--- src/rtl/irq_mux_pkg.sv ---
package irq_mux_pkg;

   // Default geometry of the source multiplexer
   localparam int unsigned DEF_REG_W  = 32;
   localparam int unsigned DEF_SRC_N  = 8;
   localparam int unsigned DEF_CHAN_N = 2;
   localparam int unsigned DEF_EXT_LO = 5;

   // Number of bits needed to select one of src_n sources
   function automatic int unsigned sel_width(input int unsigned src_n);
      return (src_n <= 1) ? 1 : $clog2(src_n);
   endfunction

   // Low bit of the fast-channel select field for channel c
   function automatic int unsigned fast_lsb(input int unsigned src_n,
                                            input int unsigned c);
      return src_n + c * sel_width(src_n);
   endfunction

   // Low bit of the normal-channel select field for channel c
   function automatic int unsigned norm_lsb(input int unsigned src_n,
                                            input int unsigned chan_n,
                                            input int unsigned c);
      return src_n + (chan_n + c) * sel_width(src_n);
   endfunction

   // Position of the external-polarity control bit
   function automatic int unsigned inv_pos(input int unsigned src_n,
                                           input int unsigned chan_n);
      return src_n + 2 * chan_n * sel_width(src_n);
   endfunction

endpackage

--- src/rtl/irq_cfg_reg.sv ---
module irq_cfg_reg #(
   parameter int unsigned REG_W = 32,
   parameter int unsigned CFG_W = 21
) (
   input  logic             clk,
   input  logic             rst_n,
   input  logic             we,
   input  logic [REG_W-1:0] wdata,
   input  logic [REG_W-1:0] wmask,
   output logic [CFG_W-1:0] cfg_q
);

   logic [CFG_W-1:0] nxt;
   logic             unused_upper;

   // Bits above the configuration field are dropped here
   assign unused_upper = ^{wdata[REG_W-1:CFG_W], wmask[REG_W-1:CFG_W]};

   always_comb begin
      nxt = (cfg_q & ~wmask[CFG_W-1:0]) | (wdata[CFG_W-1:0] & wmask[CFG_W-1:0]);
   end

   always_ff @(posedge clk or negedge rst_n) begin
      if (!rst_n) begin
         cfg_q <= '0;
      end else if (we) begin
         cfg_q <= nxt;
      end
   end

endmodule

--- src/rtl/irq_src_cond.sv ---
module irq_src_cond #(
   parameter int unsigned SRC_N  = 8,
   parameter int unsigned EXT_LO = 5
) (
   input  logic [SRC_N-1:0] src,
   input  logic [SRC_N-1:0] en,
   input  logic             ext_inv,
   output logic [SRC_N-1:0] cond
);

   for (genvar i = 0; i < SRC_N; i++) begin : g_src
      if (i >= EXT_LO) begin : g_ext
         // External line: polarity chosen by the inversion control
         assign cond[i] = (src[i] ^ ext_inv) & en[i];
      end else begin : g_int
         // Internal line: always active high
         assign cond[i] = src[i] & en[i];
      end
   end

endmodule

--- src/rtl/irq_chan_sel.sv ---
module irq_chan_sel #(
   parameter int unsigned SRC_N = 8,
   parameter int unsigned SEL_W = 3
) (
   input  logic             clk,
   input  logic             rst_n,
   input  logic [SRC_N-1:0] cond,
   input  logic [SEL_W-1:0] sel,
   output logic             irq_q
);

   logic pick;

   always_comb begin
      pick = 1'b0;
      for (int s = 0; s < SRC_N; s++) begin
         if (sel == SEL_W'(s)) pick = cond[s];
      end
   end

   always_ff @(posedge clk or negedge rst_n) begin
      if (!rst_n) begin
         irq_q <= 1'b0;
      end else begin
         irq_q <= pick;
      end
   end

endmodule

--- src/rtl/irq_source_mux.sv ---
module irq_source_mux #(
   parameter int unsigned REG_W  = irq_mux_pkg::DEF_REG_W,
   parameter int unsigned SRC_N  = irq_mux_pkg::DEF_SRC_N,
   parameter int unsigned CHAN_N = irq_mux_pkg::DEF_CHAN_N,
   parameter int unsigned EXT_LO = irq_mux_pkg::DEF_EXT_LO
) (
   input  logic              clk,
   input  logic              rst_n,
   input  logic              cfg_we,
   input  logic [REG_W-1:0]  cfg_wdata,
   input  logic [REG_W-1:0]  cfg_wmask,
   output logic [REG_W-1:0]  cfg_rdata,
   input  logic [SRC_N-1:0]  src_in,
   output logic [CHAN_N-1:0] norm_irq,
   output logic [CHAN_N-1:0] fast_irq
);

   localparam int unsigned SEL_W   = irq_mux_pkg::sel_width(SRC_N);
   localparam int unsigned INV_POS = irq_mux_pkg::inv_pos(SRC_N, CHAN_N);
   localparam int unsigned CFG_W   = INV_POS + 1;

   // Elaboration-time parameter checks
   if (CFG_W > REG_W) begin : g_bad_width
      $error("configuration field does not fit the register");
   end
   if ((1 << SEL_W) != SRC_N) begin : g_bad_src
      $error("source count must be a power of two");
   end
   if (EXT_LO >= SRC_N) begin : g_bad_ext
      $error("external group must start inside the source range");
   end

   logic [CFG_W-1:0] cfg_q;
   logic [SRC_N-1:0] cond;

   irq_cfg_reg #(
      .REG_W (REG_W),
      .CFG_W (CFG_W)
   ) u_cfg (
      .clk   (clk),
      .rst_n (rst_n),
      .we    (cfg_we),
      .wdata (cfg_wdata),
      .wmask (cfg_wmask),
      .cfg_q (cfg_q)
   );

   if (REG_W > CFG_W) begin : g_rd_pad
      assign cfg_rdata = {{(REG_W-CFG_W){1'b0}}, cfg_q};
   end else begin : g_rd_full
      assign cfg_rdata = cfg_q;
   end

   irq_src_cond #(
      .SRC_N  (SRC_N),
      .EXT_LO (EXT_LO)
   ) u_cond (
      .src     (src_in),
      .en      (cfg_q[SRC_N-1:0]),
      .ext_inv (cfg_q[INV_POS]),
      .cond    (cond)
   );

   for (genvar c = 0; c < CHAN_N; c++) begin : g_chan
      localparam int unsigned F_LO = irq_mux_pkg::fast_lsb(SRC_N, c);
      localparam int unsigned N_LO = irq_mux_pkg::norm_lsb(SRC_N, CHAN_N, c);

      irq_chan_sel #(
         .SRC_N (SRC_N),
         .SEL_W (SEL_W)
      ) u_fast (
         .clk   (clk),
         .rst_n (rst_n),
         .cond  (cond),
         .sel   (cfg_q[F_LO +: SEL_W]),
         .irq_q (fast_irq[c])
      );

      irq_chan_sel #(
         .SRC_N (SRC_N),
         .SEL_W (SEL_W)
      ) u_norm (
         .clk   (clk),
         .rst_n (rst_n),
         .cond  (cond),
         .sel   (cfg_q[N_LO +: SEL_W]),
         .irq_q (norm_irq[c])
      );
   end

endmodule

--- config.mk ---
export PLATFORM = sky130hd
export DESIGN_NAME = irq_source_mux
export DESIGN_NICKNAME = d
export VERILOG_FILES = /design/src/rtl/irq_mux_pkg.sv /design/src/rtl/irq_cfg_reg.sv /design/src/rtl/irq_src_cond.sv /design/src/rtl/irq_chan_sel.sv /design/src/rtl/irq_source_mux.sv
export SDC_FILE = /design/constraint.sdc
export NUM_CORES = 1
export LEC_CHECK = 0
export BUFFER_PORTS_ARGS = -buffer_cell sky130_fd_sc_hd__buf_2
export CORE_MARGIN = 8
export CORE_UTILIZATION = 43
export DETAILED_ROUTE_END_ITERATION = 16
export GPL_ROUTABILITY_DRIVEN = 0
export PLACE_DENSITY_LB_ADDON = 0.2
export SYNTH_ARGS = -nofsm -noshare
export SYNTH_HDL_FRONTEND = slang
export SYNTH_HIERARCHICAL = 1
export SYNTH_SLANG_ARGS = --single-unit
--- constraint.sdc ---
create_clock -name clk -period 3.75 [get_ports clk]
set_input_delay 0.75 -clock clk [delete_from_list [all_inputs] [get_ports clk]]
set_output_delay 0.75 -clock clk [all_outputs]
set_load 0.02 [all_outputs]
==> key figures, run 1 <==
Status
  • Status: complete, no violations

Worst hold path
  • Hold Crit Class: in2async

Timing
  • Max-slew violations: 0
  • Slew @ Worst Pin: 553 ps
  • Fin crit period: between 1500 and 2000 ps
  • Final Hold Fails: 0
  • Final Hold Slack: 405 ps
  • Unrepaired setup endpoints after global routing: false
  • Max-slew headroom: 0.631
  • Fin Setup TNS: 0 ps
  • Clock skew: 1.61 ps
  • Maximum clock frequency: 0.571 GHz
  • Final worst setup slack: roughly 2000 ps
  • Final Setup Violations: 0
  • Period utilisation layout: 0.467

Final layout
  • Synth-to-Final Area Change: 27.6%
  • Share of cells above drive strength 1: 0.577
  • Fin nets: 258
  • Post-route cell area: 1860 um2
  • Fin cells: 228
  • Antenna Cells: 0
  • Final Util: 0.566

Route
  • Routed Antenna Nets: 0
  • Starting DRC count in detailed routing: 50
  • DR vias/cell: 4.55
  • Final wirelength: roughly 3.5 mm
  • DRT Pass-1 Iters: 3
  • Via count: 1038
  • Drt wl/cell: 15.4 um
  • DR DRC count: 0

Clock network
  • Setup bufs post-CTS: 0
  • Insertion delay to the later sink of the worst-skew pair: 310 ps
  • CTS clk-pin slew, worst paths: between 100 and 150 ps
  • Clk root buf: clkbuf_4
  • TritonCTS Buffers: 3
  • Clock buffer depth: 2
  • CTS tree: done
  • CTS resizes: 0
  • # hold bufs at CTS: 0
  • Sink Count: 25
  • CTS H-Tree Depth: 1

Worst setup path
  • Crit. End Element: register
  • Reg2reg end: g_chan[0].u_norm/irq_q$_DFF_PN0_
  • Crit. Startpoint: src_in[7]
  • CP arrival: 1960 ps
  • Worst R2R Path Depth: 4
  • Crit path max fanout: 4
  • Setup crit end: g_chan[0].u_norm/irq_q$_DFF_PN0_
  • Crit Path Class: in2reg
  • CP peak stage delay: approximately 490 ps
  • Required @ worst endpoint: 3960 ps
  • CP max-delay cell: mux4_1
  • Worst path cell trace: buf_2 -> xor2_1 -> and2_1 -> mux4_1 -> mux2_2
  • Worst R2R Setup Slack: between 2000 and 2500 ps
  • Crit path launch type: primary input

Die
  • Initial core utilization: 0.443
  • Core Area: about 3300 um2
  • Die height: 74.2 um
  • Row count: 21
  • Die Footprint: 5500 um2
  • IO Count: approximately 110
  • Die W: 74.2 um

Placement
  • DP Area: 1830 um2
  • Port bufs: 77
  • Post-DP HPWL: approximately 2.9 mm
  • Post-Place Cells: 224
  • Setup Slack @ Placement: 1670 ps

Synth
  • Mapped cell area: 1460 um2
  • Yosys cell types: 10
  • Ys Warns: 6
  • Mapped Cells: 104
  • #FFs+latches synth: 25
  • Post-synthesis sequential area ratio: 0.430
  • Avg Inst Size Synth: roughly 14 um2

Global route
  • Total track usage: 0.131
  • Total grt overflow: 0
  • First-pass GRT wire length: 5.65 mm
  • Maximum number of pins on one net before global-route repair: 26
  • Initial antenna violation count: 0
  • Vias in the first global route: approximately 1200

Pwr
  • Leakage: around 1.0 nW
  • Cell Pwr Density: 404 nW/um2
  • Worst vdd ir: 0.000149 V
  • Total design power: 0.751 mW

Run
  • Max Cap Viol: 0
[worst max-delay path, delay by kind of cell]
kind | cells | cell delay (ps)
buffers and inverters | 1 | 100
xor gates and xnor gates | 1 | 140
muxes | 2 | 760
and+or+nand+nor | 1 | 200
[routing by layer]
| metal | global-route usage | part of all wire | vias to the layer above |
|---|---|---|---|
| li1 | - | - | 501 |
| met1 | 0.148 | 0.38 | 493 |
| met2 | 0.228 | 0.53 | 42 |
| met3 | 0.0499 | 0.094 | 2 |
| met4 | 0.0333 | 0.0049 | 0 |
| met5 | 0 | 0 | - |
[synth_stat cells]
master	count	share of area
nand2_1	21	0.054
xor2_1	3	0.018
and2_1	8	0.034
mux4_1	8	0.14
buf_6	2	0.015
buf_4	11	0.057
mux2_4	20	0.21
dfrtp_1	25	0.43
conb_1	1	0.0026
mux2_2	5	0.039
[layout by cell type, fill, tap and decap left out]
master	netlist	routed
buf_2	0	77
dfrtp_1	25	25
nand2_1	21	21
mux2_4	20	20
conb_1	1	11
mux4_1	8	8
and2_1	8	8
mux2_2	5	5
clkbuf_4	0	3
xor2_1	3	3
clkbuf_1	0	1
[cells by family after synthesis]
group,count (synthesis),synth area share
AND/OR/NAND/NOR,29,0.0885
multiplexers,33,0.389
other,1,0.00257
flip-flops,25,0.430
XOR/XNOR,3,0.0180
buffers and inverters,13,0.0722
[worst min path at each step]
| stage | from | end | slack, ps | cells after the start |
|---|---|---|---|---|
| after floorplan | rst_n | g_chan[0].u_fast/irq_q$_DFF_PN0_ | 450 | 0 |
| after global placement | register | register | 510 | 1 |
| after detailed placement | register | register | 510 | 1 |
| after CTS | rst_n | asynchronous set/reset pin | 410 | 1 |
| after global routing | rst_n | asynchronous set/reset pin | 440 | 1 |
| final | rst_n | asynchronous set/reset pin | 400 | 1 |
[area by class of cell]
type                       instances  area [um2]
timing repair buffer              77         385
clock buffer                       4        26.3
fill                             286        1430
multi-input combinational         76         763
tap                               46        57.6
sequential                        25         626
[where the power goes]
part | internal (mW) | switching (mW)
sequential | 0.315 | 0.0361
clock | 0.0415 | 0.0753
combinational | 0.145 | 0.138
Power figures use the tool's default switching activity.
==> run 2, diff against run 1 <==
ABC_AREA = 1   (was unset)
CORE_UTILIZATION = 37   (was 43)
clock period = 1.59 ns   (was 3.75 ns; I/O delays follow)
==> run 2 against run 1 <==
Compared with the run above:
- total power up 140%
- via count is 54% higher
- first-iteration DRC count up 140%
- sequential share of layout area shrank 1.4 points
- routed wire length rose by 17%
- highest routed layer unchanged
- synthesized cell count rose by 120%
- critical endpoint unchanged
- largest cell class unchanged
- global-route usage increased by 0.20 points
- flip-flop and latch count is the same
- cell area increased by 4.2%
==> key figures, run 2 <==
Final layout
  • Commonest non-fill, non-tap cell in the layout: nand2_1 (was buf_2)
  • Synth-to-Final Area Change: 26.0% (was 27.6%)
  • Share of cells above drive strength 1: 0.276 (was 0.577)
  • Fill count: 432 (was 286)
  • Most frequent cells in the layout: nand2_1 (106), buf_2 (77), nand3_1 (25), dfrtp_1 (25), nor2_1 (22) (was buf_2 (77), dfrtp_1 (25), nand2_1 (21), mux2_4 (20), conb_1 (11))
  • Register Area: 626 um2 (unchanged)
  • Area of the multi-input gates: 717 um2 (was 763 um2)
  • Antenna Cells: 0 (unchanged)
  • Fin nets: 384 (was 258)

Die
  • Die W: 80.5 um (was 74.2 um)
  • IO Count: 111 (unchanged)
  • Initial core utilization: 0.384 (was 0.443)
  • Core Area: 4000 um2 (was 3280 um2)
  • Row count: 23 (was 21)
  • Die Footprint: 6470 um2 (was 5500 um2)
  • Die height: 80.5 um (was 74.2 um)

Synth
  • Ys Warns: 6 (unchanged)
  • Top-count cell post-synth: nand2_1 (was dfrtp_1)
  • Mapped cell area: 1540 um2 (was 1460 um2)
  • Synth Flop Type: dfrtp_1 (unchanged)
  • Leading area contributor after synthesis: dfrtp_1 (unchanged)
  • Avg Inst Size Synth: 6.63 um2 (was 14.0 um2)
  • Async set-or-reset flop fraction in the synthesized netlist: 1.00 (unchanged)
  • #FFs+latches synth: 25 (unchanged)
  • Post-synth top cells: nand2_1 (106), dfrtp_1 (25), nand3_1 (25) (was dfrtp_1 (25), nand2_1 (21), mux2_4 (20))
  • Yosys cell types: 11 (was 10)
  • Post-synthesis sequential area ratio: 0.407 (was 0.430)
  • Synth area leaders: dfrtp_1 (41%), nand2_1 (26%), nand3_1 (8.1%) (was dfrtp_1 (43%), mux2_4 (21%), mux4_1 (14%))
  • Area fraction of the dominant cell type after synthesis: 0.407 (was 0.430)
  • Mapped Cells: 232 (was 104)
  • Number of synthesized flops with an enable pin: 0 (unchanged)

Route
  • DR vias/cell: 4.46 (was 4.55)
  • DR DRC count: 0 (unchanged)
  • DRT Pass-1 Iters: 4 (was 3)
  • Routed Antenna Nets: 0 (unchanged)
  • Via count: 1598 (was 1038)
  • Final wirelength: 4.11 mm (was 3.50 mm)
  • Starting DRC count in detailed routing: 118 (was 50)
  • Drt wl/cell: 11.5 um (was 15.4 um)

Worst setup path
  • Crit path top cell by count: nand2_1
  • CP peak stage delay: 470 ps (was 490 ps)
  • Crit Path Class: reg2reg (was in2reg)
  • Required @ worst endpoint: 1790 ps (was 3960 ps)
  • Worst R2R Setup Slack: 240 ps (was 2040 ps)
  • Crit path launch type: register (was primary input)
  • Worst path cell trace: nand2_1 -> nand2_1 -> nor2_1 -> inv_1 -> nand2_1 -> nand3_1 -> nand2_1 -> nor2_1 -> nor2_1 (was buf_2 -> xor2_1 -> and2_1 -> mux4_1 -> mux2_2)
  • CP arrival: 1540 ps (was 1960 ps)
  • CP max-delay cell: dfrtp_1 (was mux4_1)
  • Crit. End Element: register (unchanged)
  • Crit path max fanout: 8 (was 4)

Timing
  • Unrepaired setup endpoints after global routing: false (unchanged)
  • Fin Setup TNS: 0 ps (unchanged)
  • Maximum clock frequency: 0.743 GHz
  • Max-slew violations: 0 (unchanged)
  • Final Hold Fails: 0 (unchanged)
  • Final Setup Violations: 0 (unchanged)
  • Max-slew headroom: 0.612 (was 0.631)
  • Clock skew: 5.51 ps (was 1.61 ps)
  • Final worst setup slack: 244 ps (was 2000 ps)
  • Period utilisation layout: 0.846
  • Slew @ Worst Pin: 583 ps (was 553 ps)
  • Fin crit period: 1350 ps

Clock network
  • CTS clk-pin slew, worst paths: 90 ps (was 130 ps)
  • Setup bufs post-CTS: 0 (unchanged)
  • CTS resizes: 0 (unchanged)
  • CTS tree: done (unchanged)
  • Insertion delay to the later sink of the worst-skew pair: 270 ps (was 310 ps)
  • CTS H-Tree Depth: 1 (unchanged)
  • TritonCTS Buffers: 3 (unchanged)
  • Clk root buf: clkbuf_8 (was clkbuf_4)
  • # hold bufs at CTS: 0 (unchanged)
  • Sink Count: 25 (unchanged)
  • Clock buffer depth: 2 (unchanged)

Pwr
  • Cell Pwr Density: 930 nW/um2 (was 404 nW/um2)
  • Leakage: 1.18 nW (was 1.04 nW)
  • Worst vdd ir: 0.000404 V (was 0.000149 V)

Status
  • Status: complete, no violations (unchanged)

Global route
  • Maximum number of pins on one net before global-route repair: 43 (was 26)
  • First-pass GRT wire length: 6.93 mm (was 5.65 mm)
  • Total grt overflow: 0 (unchanged)
  • Total track usage: 0.133 (was 0.131)
  • Vias in the first global route: 1587 (was 1211)
  • Initial antenna violation count: 0 (unchanged)

Placement
  • Post-DP HPWL: 3.29 mm (was 2.91 mm)
  • Setup Slack @ Placement: 265 ps (was 1670 ps)
  • Port bufs: 77 (unchanged)

Run
  • Max Cap Viol: 0 (unchanged)

Worst hold path
  • Hold Crit Class: in2async (unchanged)
run 2: path summary, 6_finish.rpt:
kind | end | depth (start not counted)
min in group clk | register | 3
min reg2reg | register | 2
min | asynchronous set/reset pin | 1
max | g_chan[0].u_norm/irq_q$_DFF_PN0_ | 9
max reg2reg | g_chan[0].u_norm/irq_q$_DFF_PN0_ | 9
max in group asynchronous | asynchronous set/reset pin | 1
run 2: cell type report:
class,instances,share of cell area
clock buffers,4,0.0233
inverters,25,0.0484
multi-input cells,176,0.370
flip-flops and latches,25,0.323
well taps,50,0.0323
repair buffers,78,0.203
run 2: layer usage:
layer  vias to the layer above  routed length [um]  track usage
met3                         4                 246       0.0279
li1                        844                   -            -
met5                         -                   0            0
met2                        47                2020        0.226
met1                       703                1810        0.164
met4                         0                  38       0.0418
run 2: kinds of logic after synthesis:
| logic type | share of synthesized area |
|---|---|
| and+or+nand+nor | 0.426 |
| buffers and inverters | 0.151 |
| DFF | 0.407 |
| AOI/OAI and AO/OA | 0.0130 |
| other | 0.00244 |
run 2: critical path: cells and delay by family, from the launching register on:
| family | cells | cell delay (ps) |
|---|---|---|
| flops | 1 | 470 |
| buf+inv | 1 | 70 |
| simple gates | 8 | 760 |
run 2: power by group:
part,internal (mW),switching (mW)
Sequential,0.728,0.0905
Combinational,0.214,0.386
Clock,0.179,0.202
run 2: metrics by stage:
| step | hold slack [ps] | std cells | util | cell area (um2) | power (mW) |
|---|---|---|---|---|---|
| floorplan | 22.4 | 242 | - | 1580 | 1.22 |
| global placement | 343 | 354 | 0.473 | 1890 | 1.43 |
| detailed placement | 357 | 354 | 0.473 | 1890 | 1.44 |
| CTS | 57.7 | 358 | 0.484 | 1940 | 1.83 |
| global route | 74.0 | 358 | 0.484 | 1940 | 1.96 |
| finish | 33.6 | 358 | 0.484 | 1940 | 1.80 |
